**config.mk**
```make
export PLATFORM = sky130hd
export DESIGN_NAME = psb_frame_engine
export DESIGN_NICKNAME = d
export VERILOG_FILES = /design/src/rtl/psb_pkg.sv /design/src/rtl/psb_bit_timer.sv /design/src/rtl/psb_crc_lfsr.sv /design/src/rtl/psb_gap_timer.sv /design/src/rtl/psb_frame_engine.sv
export SDC_FILE = /design/constraint.sdc
export NUM_CORES = 1
export LEC_CHECK = 0
export BUFFER_PORTS_ARGS = -buffer_cell sky130_fd_sc_hd__buf_4
export CAP_MARGIN = 25
export CORE_MARGIN = 5
export CORE_UTILIZATION = 45
export CTS_CLUSTER_DIAMETER = 40
export CTS_CLUSTER_SIZE = 14
export DETAILED_ROUTE_END_ITERATION = 16
export HOLD_SLACK_MARGIN = 0.02
export PLACE_DENSITY = 0.71
export RECOVER_POWER = 25
export SLEW_MARGIN = 40
export SYNTH_ARGS = -nofsm -noshare
export SYNTH_HDL_FRONTEND = slang
export SYNTH_SLANG_ARGS = --single-unit
```
**constraint.sdc**
```tcl
create_clock -name clk -period 5.4 [get_ports clk]
set_clock_uncertainty 0.05 [all_clocks]
set_input_delay 0.54 -clock clk [delete_from_list [all_inputs] [get_ports clk]]
set_output_delay 0.54 -clock clk [all_outputs]
set_load 0.01 [all_outputs]
```
**src/rtl/psb_pkg.sv**
```systemverilog
// Package: shared types of the pulse-width sensor bus frame engine.
// Assumes nothing beyond IEEE 1800-2017 enums.
package psb_pkg;

    // Frame controller states.
    typedef enum logic [1:0] {
        ST_IDLE = 2'd0,
        ST_RUN  = 2'd1,
        ST_GAP  = 2'd2
    } psb_state_e;

endpackage

```
**src/rtl/psb_bit_timer.sv**
```systemverilog
// Bit timer: counts the fast-clock phase within one bit slot and reports the
// last cycle of the slot, plus whether the phase is still inside the short
// (one third) or long (two thirds) low window.
// Assumes sel is held steady while run is high; the phase restarts at 0 on
// the first cycle of run.
module psb_bit_timer #(
    parameter int SEL_W    = 8,
    parameter int BASE_CYC = 320
) (
    input  logic             clk,
    input  logic             rst_n,
    input  logic             run,
    input  logic [SEL_W-1:0] sel,
    output logic             slot_end,
    output logic             low_short,
    output logic             low_long
);

    localparam int PER_MAX = BASE_CYC + 2 * ((1 << SEL_W) - 1);
    localparam int PH_W    = $clog2(PER_MAX + 1);

    logic [PH_W-1:0] period;
    logic [PH_W-1:0] third;
    logic [PH_W-1:0] ph_q;

    // Period and its rounded-down third from the select value.
    always_comb begin
        period = PH_W'(BASE_CYC) + (PH_W'(sel) << 1);
        third  = period / PH_W'(3);
    end

    // Phase counter, wraps at the end of each slot, parked at 0 when idle.
    always_ff @(posedge clk) begin
        if (!rst_n) begin
            ph_q <= '0;
        end else if (!run) begin
            ph_q <= '0;
        end else if (ph_q == period - 1'b1) begin
            ph_q <= '0;
        end else begin
            ph_q <= ph_q + 1'b1;
        end
    end

    // Slot end and low-window decode.
    always_comb begin
        slot_end  = run && (ph_q == period - 1'b1);
        low_short = ph_q < third;
        low_long  = ph_q < (third << 1);
    end

    AST_PHASE_IN_PERIOD: assert property (@(posedge clk) disable iff (!rst_n)
        run |-> (ph_q < period));
    AST_SEL_HELD: assert property (@(posedge clk) disable iff (!rst_n)
        (run && $past(run)) |-> $stable(sel));

endmodule

```
**src/rtl/psb_crc_lfsr.sv**
```systemverilog
// CRC shift register: loads the seed, folds one bit per calc strobe with a
// fixed polynomial, and shifts plainly on a dump strobe so that its MSB
// presents the CRC bits in order.
// Assumes at most one strobe per cycle and W of at least 2.
module psb_crc_lfsr #(
    parameter int           W    = 8,
    parameter logic [W-1:0] POLY = 'h07,
    parameter logic [W-1:0] SEED = '1
) (
    input  logic         clk,
    input  logic         rst_n,
    input  logic         load,
    input  logic         calc,
    input  logic         dump,
    input  logic         din,
    output logic [W-1:0] crc
);

    logic [W-1:0] crc_q;
    logic         fb;

    // Feedback bit of the folding step.
    always_comb fb = crc_q[W-1] ^ din;

    // CRC register update.
    always_ff @(posedge clk) begin
        if (!rst_n || load) begin
            crc_q <= SEED;
        end else if (calc) begin
            crc_q <= {crc_q[W-2:0], 1'b0} ^ (fb ? POLY : '0);
        end else if (dump) begin
            crc_q <= {crc_q[W-2:0], 1'b0};
        end
    end

    assign crc = crc_q;

    AST_CRC_ONE_OP: assert property (@(posedge clk) disable iff (!rst_n)
        $onehot0({load, calc, dump}));

endmodule

```
**src/rtl/psb_gap_timer.sv**
```systemverilog
// Gap timer: counts frame-line high cycles after a frame and reports when
// the programmed minimum gap is within one cycle of being met.
// Assumes arm pulses on the edge that ends the frame and active is high
// for the whole gap state.
module psb_gap_timer #(
    parameter int GAP_W = 16
) (
    input  logic             clk,
    input  logic             rst_n,
    input  logic             arm,
    input  logic             active,
    input  logic [GAP_W-1:0] gap_min,
    output logic             elapsed
);

    logic [GAP_W-1:0] cnt_q;

    // Elapsed once the next cycle would complete the minimum gap.
    always_comb elapsed = active && (({1'b0, cnt_q} + 1'b1) >= {1'b0, gap_min});

    // Gap cycle counter, restarted at each frame end, frozen once elapsed.
    always_ff @(posedge clk) begin
        if (!rst_n || arm) begin
            cnt_q <= '0;
        end else if (active && !elapsed) begin
            cnt_q <= cnt_q + 1'b1;
        end
    end

    AST_GAP_CNT_BOUND: assert property (@(posedge clk) disable iff (!rst_n)
        active |-> ({1'b0, cnt_q} <= {1'b0, gap_min}));

endmodule

```
**src/rtl/psb_frame_engine.sv**
```systemverilog
// Frame engine top: accepts a frame request, runs the lead slot, the data
// slots and the CRC slots with pulse-width coding on dout, samples ret_in at
// the end of each slot, checks the received CRC, raises done and enforces
// the minimum gap before the next frame.
// Assumes clk is the fast internal clock and ret_in is already synchronous.
module psb_frame_engine #(
    parameter int DATA_MIN              = 9,
    parameter int DATA_MAX              = 16,
    parameter int CRC_MAX               = 8,
    parameter int SEL_W                 = 8,
    parameter int BASE_CYC              = 320,
    parameter int GAP_W                 = 16,
    parameter logic [CRC_MAX-1:0] CRC_POLY = 'h07,
    parameter logic [CRC_MAX-1:0] CRC_SEED = '1,
    parameter int LEN_W                 = $clog2(DATA_MAX + 1),
    parameter int CLEN_W                = $clog2(CRC_MAX + 1)
) (
    input  logic                clk,
    input  logic                rst_n,
    input  logic                start,
    input  logic [DATA_MAX-1:0] tx_data,
    input  logic [LEN_W-1:0]    data_len,
    input  logic [CLEN_W-1:0]   crc_len,
    input  logic [SEL_W-1:0]    period_sel,
    input  logic [GAP_W-1:0]    gap_cfg,
    input  logic                ret_in,
    output logic                frame_n,
    output logic                dout,
    output logic                ready,
    output logic                done,
    output logic [DATA_MAX-1:0] rx_data,
    output logic                rx_crc_err
);

    import psb_pkg::*;

    localparam int SLOT_W = $clog2(DATA_MAX + CRC_MAX + 1);

    psb_state_e          state_q;
    logic [SLOT_W-1:0]   slot_q;
    logic [LEN_W-1:0]    dlen_c, dlen_q;
    logic [CLEN_W-1:0]   clen_c, clen_q;
    logic [SEL_W-1:0]    sel_q;
    logic [GAP_W-1:0]    gap_q;
    logic [DATA_MAX-1:0] tx_sh_q;
    logic [DATA_MAX-1:0] rx_sh_q;
    logic                err_q;
    logic                end_q;
    logic                done_q;

    logic                run, accept, gap_ok;
    logic                slot_end, low_short, low_long;
    logic                data_slot, crc_slot, last_slot, frame_end;
    logic                cur_bit;
    logic [SLOT_W-1:0]   dlen_s, last_s;
    logic [CRC_MAX-1:0]  tx_crc, rx_crc;

    // Clamp the requested lengths to their legal ranges.
    always_comb begin
        if (data_len < LEN_W'(DATA_MIN))      dlen_c = LEN_W'(DATA_MIN);
        else if (data_len > LEN_W'(DATA_MAX)) dlen_c = LEN_W'(DATA_MAX);
        else                                  dlen_c = data_len;
        if (crc_len == '0)                    clen_c = CLEN_W'(1);
        else if (crc_len > CLEN_W'(CRC_MAX))  clen_c = CLEN_W'(CRC_MAX);
        else                                  clen_c = crc_len;
    end

    // Slot classification from the slot counter and captured lengths.
    always_comb begin
        dlen_s    = SLOT_W'(dlen_q);
        last_s    = SLOT_W'(dlen_q) + SLOT_W'(clen_q);
        data_slot = (slot_q != '0) && (slot_q <= dlen_s);
        crc_slot  = slot_q > dlen_s;
        last_slot = slot_q == last_s;
        cur_bit   = data_slot ? tx_sh_q[DATA_MAX-1] : tx_crc[CRC_MAX-1];
        frame_end = slot_end && last_slot;
    end

    // Handshake decode: a start is taken when idle or when the gap is met.
    always_comb begin
        run    = (state_q == ST_RUN);
        ready  = (state_q == ST_IDLE) || ((state_q == ST_GAP) && gap_ok && !end_q);
        accept = start && ready;
    end

    // Frame state machine.
    always_ff @(posedge clk) begin
        if (!rst_n) begin
            state_q <= ST_IDLE;
        end else begin
            unique case (state_q)
                ST_IDLE: if (accept) state_q <= ST_RUN;
                ST_RUN:  if (frame_end) state_q <= ST_GAP;
                ST_GAP: begin
                    if (accept)                 state_q <= ST_RUN;
                    else if (gap_ok && !end_q)  state_q <= ST_IDLE;
                end
                default: state_q <= ST_IDLE;
            endcase
        end
    end

    // Per-frame configuration capture.
    always_ff @(posedge clk) begin
        if (!rst_n) begin
            dlen_q <= LEN_W'(DATA_MAX);
            clen_q <= CLEN_W'(CRC_MAX);
            sel_q  <= '0;
            gap_q  <= '0;
        end else if (accept) begin
            dlen_q <= dlen_c;
            clen_q <= clen_c;
            sel_q  <= period_sel;
            gap_q  <= gap_cfg;
        end
    end

    // Slot counter: 0 is the lead slot, then data slots, then CRC slots.
    always_ff @(posedge clk) begin
        if (!rst_n || accept) begin
            slot_q <= '0;
        end else if (slot_end) begin
            slot_q <= slot_q + 1'b1;
        end
    end

    // Transmit shift register, MSB of the word in the top bit.
    always_ff @(posedge clk) begin
        if (!rst_n) begin
            tx_sh_q <= '0;
        end else if (accept) begin
            tx_sh_q <= tx_data << (LEN_W'(DATA_MAX) - dlen_c);
        end else if (slot_end && data_slot) begin
            tx_sh_q <= {tx_sh_q[DATA_MAX-2:0], 1'b0};
        end
    end

    // Receive shift register and CRC error flag.
    always_ff @(posedge clk) begin
        if (!rst_n || accept) begin
            rx_sh_q <= '0;
            err_q   <= 1'b0;
        end else if (slot_end && data_slot) begin
            rx_sh_q <= {rx_sh_q[DATA_MAX-2:0], ret_in};
        end else if (slot_end && crc_slot && (ret_in != rx_crc[CRC_MAX-1])) begin
            err_q   <= 1'b1;
        end
    end

    // Done pipeline: frame end, then one frame-high cycle, then done.
    always_ff @(posedge clk) begin
        if (!rst_n) begin
            end_q  <= 1'b0;
            done_q <= 1'b0;
        end else begin
            end_q  <= frame_end;
            done_q <= end_q;
        end
    end

    psb_bit_timer #(
        .SEL_W    (SEL_W),
        .BASE_CYC (BASE_CYC)
    ) timer_i (
        .clk       (clk),
        .rst_n     (rst_n),
        .run       (run),
        .sel       (sel_q),
        .slot_end  (slot_end),
        .low_short (low_short),
        .low_long  (low_long)
    );

    psb_crc_lfsr #(
        .W    (CRC_MAX),
        .POLY (CRC_POLY),
        .SEED (CRC_SEED)
    ) tx_crc_i (
        .clk   (clk),
        .rst_n (rst_n),
        .load  (accept),
        .calc  (slot_end && data_slot),
        .dump  (slot_end && crc_slot),
        .din   (cur_bit),
        .crc   (tx_crc)
    );

    psb_crc_lfsr #(
        .W    (CRC_MAX),
        .POLY (CRC_POLY),
        .SEED (CRC_SEED)
    ) rx_crc_i (
        .clk   (clk),
        .rst_n (rst_n),
        .load  (accept),
        .calc  (slot_end && data_slot),
        .dump  (slot_end && crc_slot),
        .din   (ret_in),
        .crc   (rx_crc)
    );

    psb_gap_timer #(
        .GAP_W (GAP_W)
    ) gap_i (
        .clk     (clk),
        .rst_n   (rst_n),
        .arm     (frame_end),
        .active  (state_q == ST_GAP),
        .gap_min (gap_q),
        .elapsed (gap_ok)
    );

    // Line drivers.
    always_comb begin
        frame_n = !run;
        dout    = !(run && (slot_q != '0) && (cur_bit ? low_short : low_long));
    end

    assign done       = done_q;
    assign rx_data    = rx_sh_q;
    assign rx_crc_err = err_q;

    AST_LINE_IDLE: assert property (@(posedge clk) disable iff (!rst_n)
        frame_n |-> dout);
    AST_NO_ABORT: assert property (@(posedge clk) disable iff (!rst_n)
        (run && !frame_end) |=> run);
    AST_DONE_SINGLE: assert property (@(posedge clk) disable iff (!rst_n)
        done |=> !done);
    AST_DONE_PLACE: assert property (@(posedge clk) disable iff (!rst_n)
        done |-> (frame_n && $past(frame_n) && !$past(frame_n, 2)));
    AST_RX_HELD: assert property (@(posedge clk) disable iff (!rst_n)
        (!run && !accept) |=> ($stable(rx_data) && $stable(rx_crc_err)));
    AST_GAP_KEEPS_IDLE: assert property (@(posedge clk) disable iff (!rst_n)
        ((state_q == ST_GAP) && !ready) |=> frame_n);
    AST_START_ONLY_READY: assert property (@(posedge clk) disable iff (!rst_n)
        $fell(frame_n) |-> ($past(start) && $past(ready)));

endmodule

```
==> results of run 1 <==
## repair_timing
item | CTS | global route
endpoints found under the setup margin | 1 | 1
pin swaps | 1 | 6
setup buffers | 1 | 2
gates resized for setup | 3 | 16
## cell type report
type | instances | area, um^2 | area share
clock buffers | 18 | 439 | 0.0492
well taps | 220 | 275 | 0.0308
flip-flops and latches | 117 | 2340 | 0.263
clock inverters | 14 | 176 | 0.0198
repair buffers | 93 | 623 | 0.0698
multi-input cells | 704 | 4910 | 0.550
inverters | 41 | 154 | 0.0172
## stage by stage
step / total power [W] / worst slack [ns] / util / area [um^2]
3_3_place_gp: 0.00134 / 0.245 / 0.502 / 8290
2_1_floorplan: 0.00123 / 0.598 / - / 7560
4_1_cts: 0.00252 / 0.00425 / 0.540 / 8930
6_report: 0.00251 / 0.220 / 0.540 / 8920
5_1_grt: 0.00263 / -0.0116 / 0.540 / 8920
3_5_place_dp: 0.00134 / 0.218 / 0.502 / 8300
## path summary, 6_finish.rpt
kind | start | end
max | sel_q[5]$_SDFFE_PN0P_ | dout
min | crc_len[3] | clen_q[3]$_SDFFE_PN1P_
max reg2reg | gap_i.cnt_q[0]$_SDFFE_PP0P_ | rx_data[7]$_SDFFE_PP0P_
min reg2reg | rx_data[15]$_SDFFE_PP0P_ | rx_data[15]$_SDFFE_PP0P_
## layer usage
layer  vias to the layer above  track usage  share of wire
li1                       3324            -              -
met2                       111        0.279           0.46
met4                         0       0.0556          0.019
met5                         -            0              0
met1                      2944        0.225           0.48
met3                        24       0.0422          0.041
## synth_stat cells (21+ instances only)
master | number | area [um^2]
clkbuf_1 | 26 | 97.6
nand2_1 | 99 | 372
inv_1 | 41 | 154
ha_1 | 52 | 651
xor2_1 | 25 | 219
nor2b_1 | 49 | 307
mux2i_1 | 75 | 751
nand3_1 | 35 | 175
a21oi_1 | 48 | 240
xnor2_1 | 38 | 333
o21ai_0 | 21 | 105
nor2_1 | 83 | 312
dfxtp_1 | 117 | 2340
## critical path: stages (launching register included)
cell and delay (ns):
dfxtp_2 0.33, ha_1 0.31, buf_6 0.17, xor2_1 0.17
o211a_1 0.26, or3_4 0.36, a32oi_2 0.21, a21oi_1 0.11
o211ai_1 0.25, ha_2 0.25, a221oi_1 0.08, ha_1 0.22
a21o_1 0.15, a21o_1 0.16, a21o_1 0.17, a21oi_1 0.14
nor2b_1 0.06, o211ai_1 0.15, nand4b_1 0.14, o31ai_1 0.23
a31oi_1 0.11, buf_4 0.15
## cell families (layout without fill, tap and decap cells)
kind of cell             count (synthesis)  count (layout)  share of synthesized area
buffers and inverters                   91             166                     0.0504
AND/OR/NAND/NOR                        346             346                      0.222
adder cells (fa/ha/maj)                 53              53                     0.0887
AO/OA/AOI/OAI                          164             164                      0.149
XOR/XNOR                                64              64                     0.0759
flip-flops                             117             117                      0.310
multiplexers                            77              77                      0.104
## power breakdown
group          internal [W]  switching (W)  leakage (nW)
logic              0.000199       0.000235          2.56
clock network      0.000741       0.000425         0.285
registers          0.000890      0.0000207         0.952
total               0.00183       0.000680          3.80
## flip-flops by register name, summed over array words and instances, names as in the netlist
register / cells
clen_q: 4
dlen_q: 5
done: 1
end_q: 1
gap_i.cnt_q: 16
gap_q: 16
rx_crc_err: 1
rx_crc_i.crc: 8
rx_data: 16
sel_q: 8
slot_q: 5
state_q: 2
timer_i.ph_q: 10
tx_crc_i.crc: 8
tx_sh_q: 16
==> flow_summary.ini, run 1 <==
[clock_network]
cts_tree = yes
clkSinkCount = 117
insertion_delay_ns = 0.41
cts_buffers = 17
clk_pin_slew_ns = 0.06
cts_hold_buf = 0
cts_root_buf = clkbuf_16
htreeDepth = 4
clk_path_buf_depth = 2

[layout]
fillers = 1557
layout_commonest_cell = dfxtp_1
diodes = 0
drive_gt1_frac = 0.128
final_cells = 1207
nets = 1080
final_cell_mix = dfxtp_1 (115), nand2_1 (99), nor2_1 (82), mux2i_1 (75), buf_4 (71)
area.growth.synth_to_final_pct = 18.0

[drt]
post_drt_wl_per_cell_um = 13.9
first_iter_violations = 358
drcViolationCount = 0
viasPerCell = 5.30
vias = 6403
routed_wl_um = 16800
drtAntennaViolNets = 0
first_pass_iters = 5

[setup_path]
worstSetupPathType = flop to primary output
start_kind = flop
crit_path_end_kind = primary output
cp_max_fo = 18
rr_worst_depth = 18
reg2reg_slack_ns = 0.50
arrival_ns = 4.59
cp.required_ns = 4.81

[timing]
hold_violations = 0
setup_viol = 0
period_minus_slack_ns = 5.18
relSlewSlack = -0.359
setup_tns_ns = 0
slew_viol_final = 57
clock.fmax_mhz = 193
period_share = 0.959
tightestPinTransition_ns = 2.04
timing.hold.ws_ns = 0.329

[die]
die_w_um = 140
core_um2 = 16500
ios = 74
die_area_um2 = 19500
fp.dieH_um = 140
initial_utilization = 0.458
fp-row-count = 47

[flow_run]
maxCapViolations = 1

[synthesis]
syn_avg_cell_area_um2 = 8.29
async_reset_ff_frac = 0
synth_area_um2 = 7560
yosysWarnings = 0
syn-num-nets = 1018
synthCells = 912
synthFlopType = dfxtp_1
synth_edf_count = 0
ys_ff_latch = 117
synth_cell_type_count = 68
yosysSeqAreaShare = 0.310

[power]
p_leak_nw = 3.80
vdd_ir_drop_max_uv = 224
power_density_nw_per_um2 = 281

[grt]
grt_remaining_overflow = 0
antenna_found_initial = 0
grt_max_degree = 57
grt_pass1_wl_um = 28400
grt_pass1_vias = 6128
gr-usage-all-layers = 0.172

[placement]
portBuffers = 73
dp_cells = 1172
hpwlAfterDp_um = 12200
place.gp.congestion = 0.865

[status]
status = complete, but fails checks
violations = capacitance limit, slew limit

[hold_path]
hold_class = input pin to flop
hold_path_depth = 3
(Power assumes the default switching activity.)
==> run 2, diff against run 1 <==
CELL_PAD_IN_SITES_DETAIL_PLACEMENT = 1   (was default)
CELL_PAD_IN_SITES_GLOBAL_PLACEMENT = 2   (was default)
CORE_UTILIZATION = 36   (was 45)
PLACE_DENSITY = 0.88   (was 0.71)
==> flow_summary.ini, run 2 (synthesis gave the netlist of run 1 again) <==
[clock_network]
clkSinkCount = 117
insertion_delay_ns = 0.41
cts_root_buf = clkbuf_16
cts_tree = yes
cts_buffers = 17
clk_pin_slew_ns = 0.06
clk_path_buf_depth = 2
htreeDepth = 4
cts_hold_buf = 0

[timing]
period_share = 0.967
tightestPinTransition_ns = 2.40
hold_violations = 0
timing.hold.ws_ns = 0.338
clock.fmax_mhz = 191
period_minus_slack_ns = 5.22
setup_viol = 0
slew_viol_final = 57
setup_tns_ns = 0
relSlewSlack = -0.599

[drt]
vias = 6622
first_pass_iters = 4
viasPerCell = 5.18
first_iter_violations = 252
routed_wl_um = 20100
drtAntennaViolNets = 0
drcViolationCount = 0
post_drt_wl_per_cell_um = 15.7

[status]
violations = capacitance limit, slew limit
status = complete, but fails checks

[setup_path]
reg2reg_slack_ns = 0.59
cp_max_fo = 11
crit_start = sel_q[6]$_SDFFE_PN0P_
cp.required_ns = 4.81
crit_path_end_kind = primary output
start_kind = flop
arrival_ns = 4.63
worstReg2RegEnd = tx_sh_q[9]$_SDFFE_PN0P_
rr_worst_depth = 17
worstSetupPathType = flop to primary output
crit_path_end = dout
r2r_start = gap_i.cnt_q[0]$_SDFFE_PP0P_

[die]
core_um2 = 20900
fp-row-count = 53
ios = 74
initial_utilization = 0.362
die_area_um2 = 24000
fp.dieH_um = 155
die_w_um = 155

[layout]
final_cell_mix = dfxtp_1 (115), nand2_1 (98), buf_4 (85), nor2_1 (81), mux2i_1 (75)
diodes = 0
drive_gt1_frac = 0.156
nets = 1096
area.growth.synth_to_final_pct = 22.9
layout_commonest_cell = dfxtp_1

[power]
p_leak_nw = 3.93
vdd_ir_drop_max_uv = 190
power_w = 0.00268
power_density_nw_per_um2 = 288

[grt]
grt_max_degree = 57
antenna_found_initial = 0
grt_pass1_wl_um = 33700
grt_pass1_vias = 6869
grt_remaining_overflow = 0
gr-usage-all-layers = 0.167

[placement]
hpwlAfterDp_um = 14600
place.gp.congestion = 0.792
portBuffers = 73

[hold_path]
hold_class = input pin to flop

[flow_run]
maxCapViolations = 1
-- run 2: cell type report --
cell class,count,area [um^2]
fill,2523,11600
multi-input combinational,704,5010
sequential,117,2350
timing repair buffer,109,772
clock buffer,21,470
tap,275,344
clock inverter,11,195
inverter,41,154
-- run 2: worst min-delay path by stage --
stage / startpoint / endpoint / slack (ns) / depth (start not counted)
global route: gap_cfg[2] / gap_q[2]$_SDFFE_PN0P_ / 0.33 / 3
detailed placement: rx_data[15]$_SDFFE_PP0P_ / rx_data[15]$_SDFFE_PP0P_ / 0.40 / 2
floorplan: rx_crc_i.crc[3]$_SDFFE_PP1P_ / rx_crc_i.crc[4]$_SDFFE_PP1P_ / 0.39 / 2
finish: gap_cfg[2] / gap_q[2]$_SDFFE_PN0P_ / 0.34 / 3
global placement: rx_data[15]$_SDFFE_PP0P_ / rx_data[15]$_SDFFE_PP0P_ / 0.39 / 2
CTS: crc_len[3] / clen_q[3]$_SDFFE_PN1P_ / 0.32 / 3
-- run 2: timing repair --
| item | 4_1_cts | 5_1_grt |
|---|---|---|
| setup endpoints to repair | 1 | 1 |
| pin swaps | 2 | 13 |
| resized for setup | 6 | 31 |
| buffers inserted | 2 | 4 |
-- run 2: per-layer routing --
layer | track usage | wire length (um)
met5 | 0 | 0
met4 | 0.0412 | 154
met3 | 0.0281 | 493
met2 | 0.292 | 9910
met1 | 0.214 | 9530
-- run 2: per-stage QoR --
| step | cell area [um^2] | instances | util | setup slack, ns |
|---|---|---|---|---|
| final | 9300 | 1278 | 0.445 | 0.177 |
| after global routing | 9300 | 1278 | 0.445 | -0.0809 |
| after CTS | 9190 | 1274 | 0.440 | 0.00743 |
| after detailed placement | 8490 | 1240 | 0.406 | 0.212 |
| after global placement | 8480 | 1240 | 0.406 | 0.186 |
| after floorplan | 7560 | 912 | - | 0.598 |
-- run 2: power breakdown --
| group | total (W) | leakage (nW) | internal [W] | switching, W |
|---|---|---|---|---|
| sequential | 0.000912 | 0.952 | 0.000889 | 0.0000232 |
| combinational | 0.000483 | 2.65 | 0.000226 | 0.000258 |
| clock | 0.00128 | 0.328 | 0.000860 | 0.000421 |
| total | 0.00268 | 3.93 | 0.00197 | 0.000702 |
-- run 2: worst max-delay path: stages (launching register included) --
cell	delay, ns
dfxtp_4	0.38
ha_4	0.29
buf_8	0.14
xor2_4	0.16
a21oi_1	0.09
o211ai_1	0.32
and3_4	0.26
buf_4	0.15
a21oi_1	0.05
or3_4	0.37
ha_1	0.18
a21o_1	0.17
a21o_1	0.17
a21o_1	0.18
a21o_1	0.18
a21o_1	0.20
a2111oi_4	0.31
buf_4	0.17
o311ai_0	0.12
o21ai_1	0.10
a31oi_1	0.07
buf_4	0.16
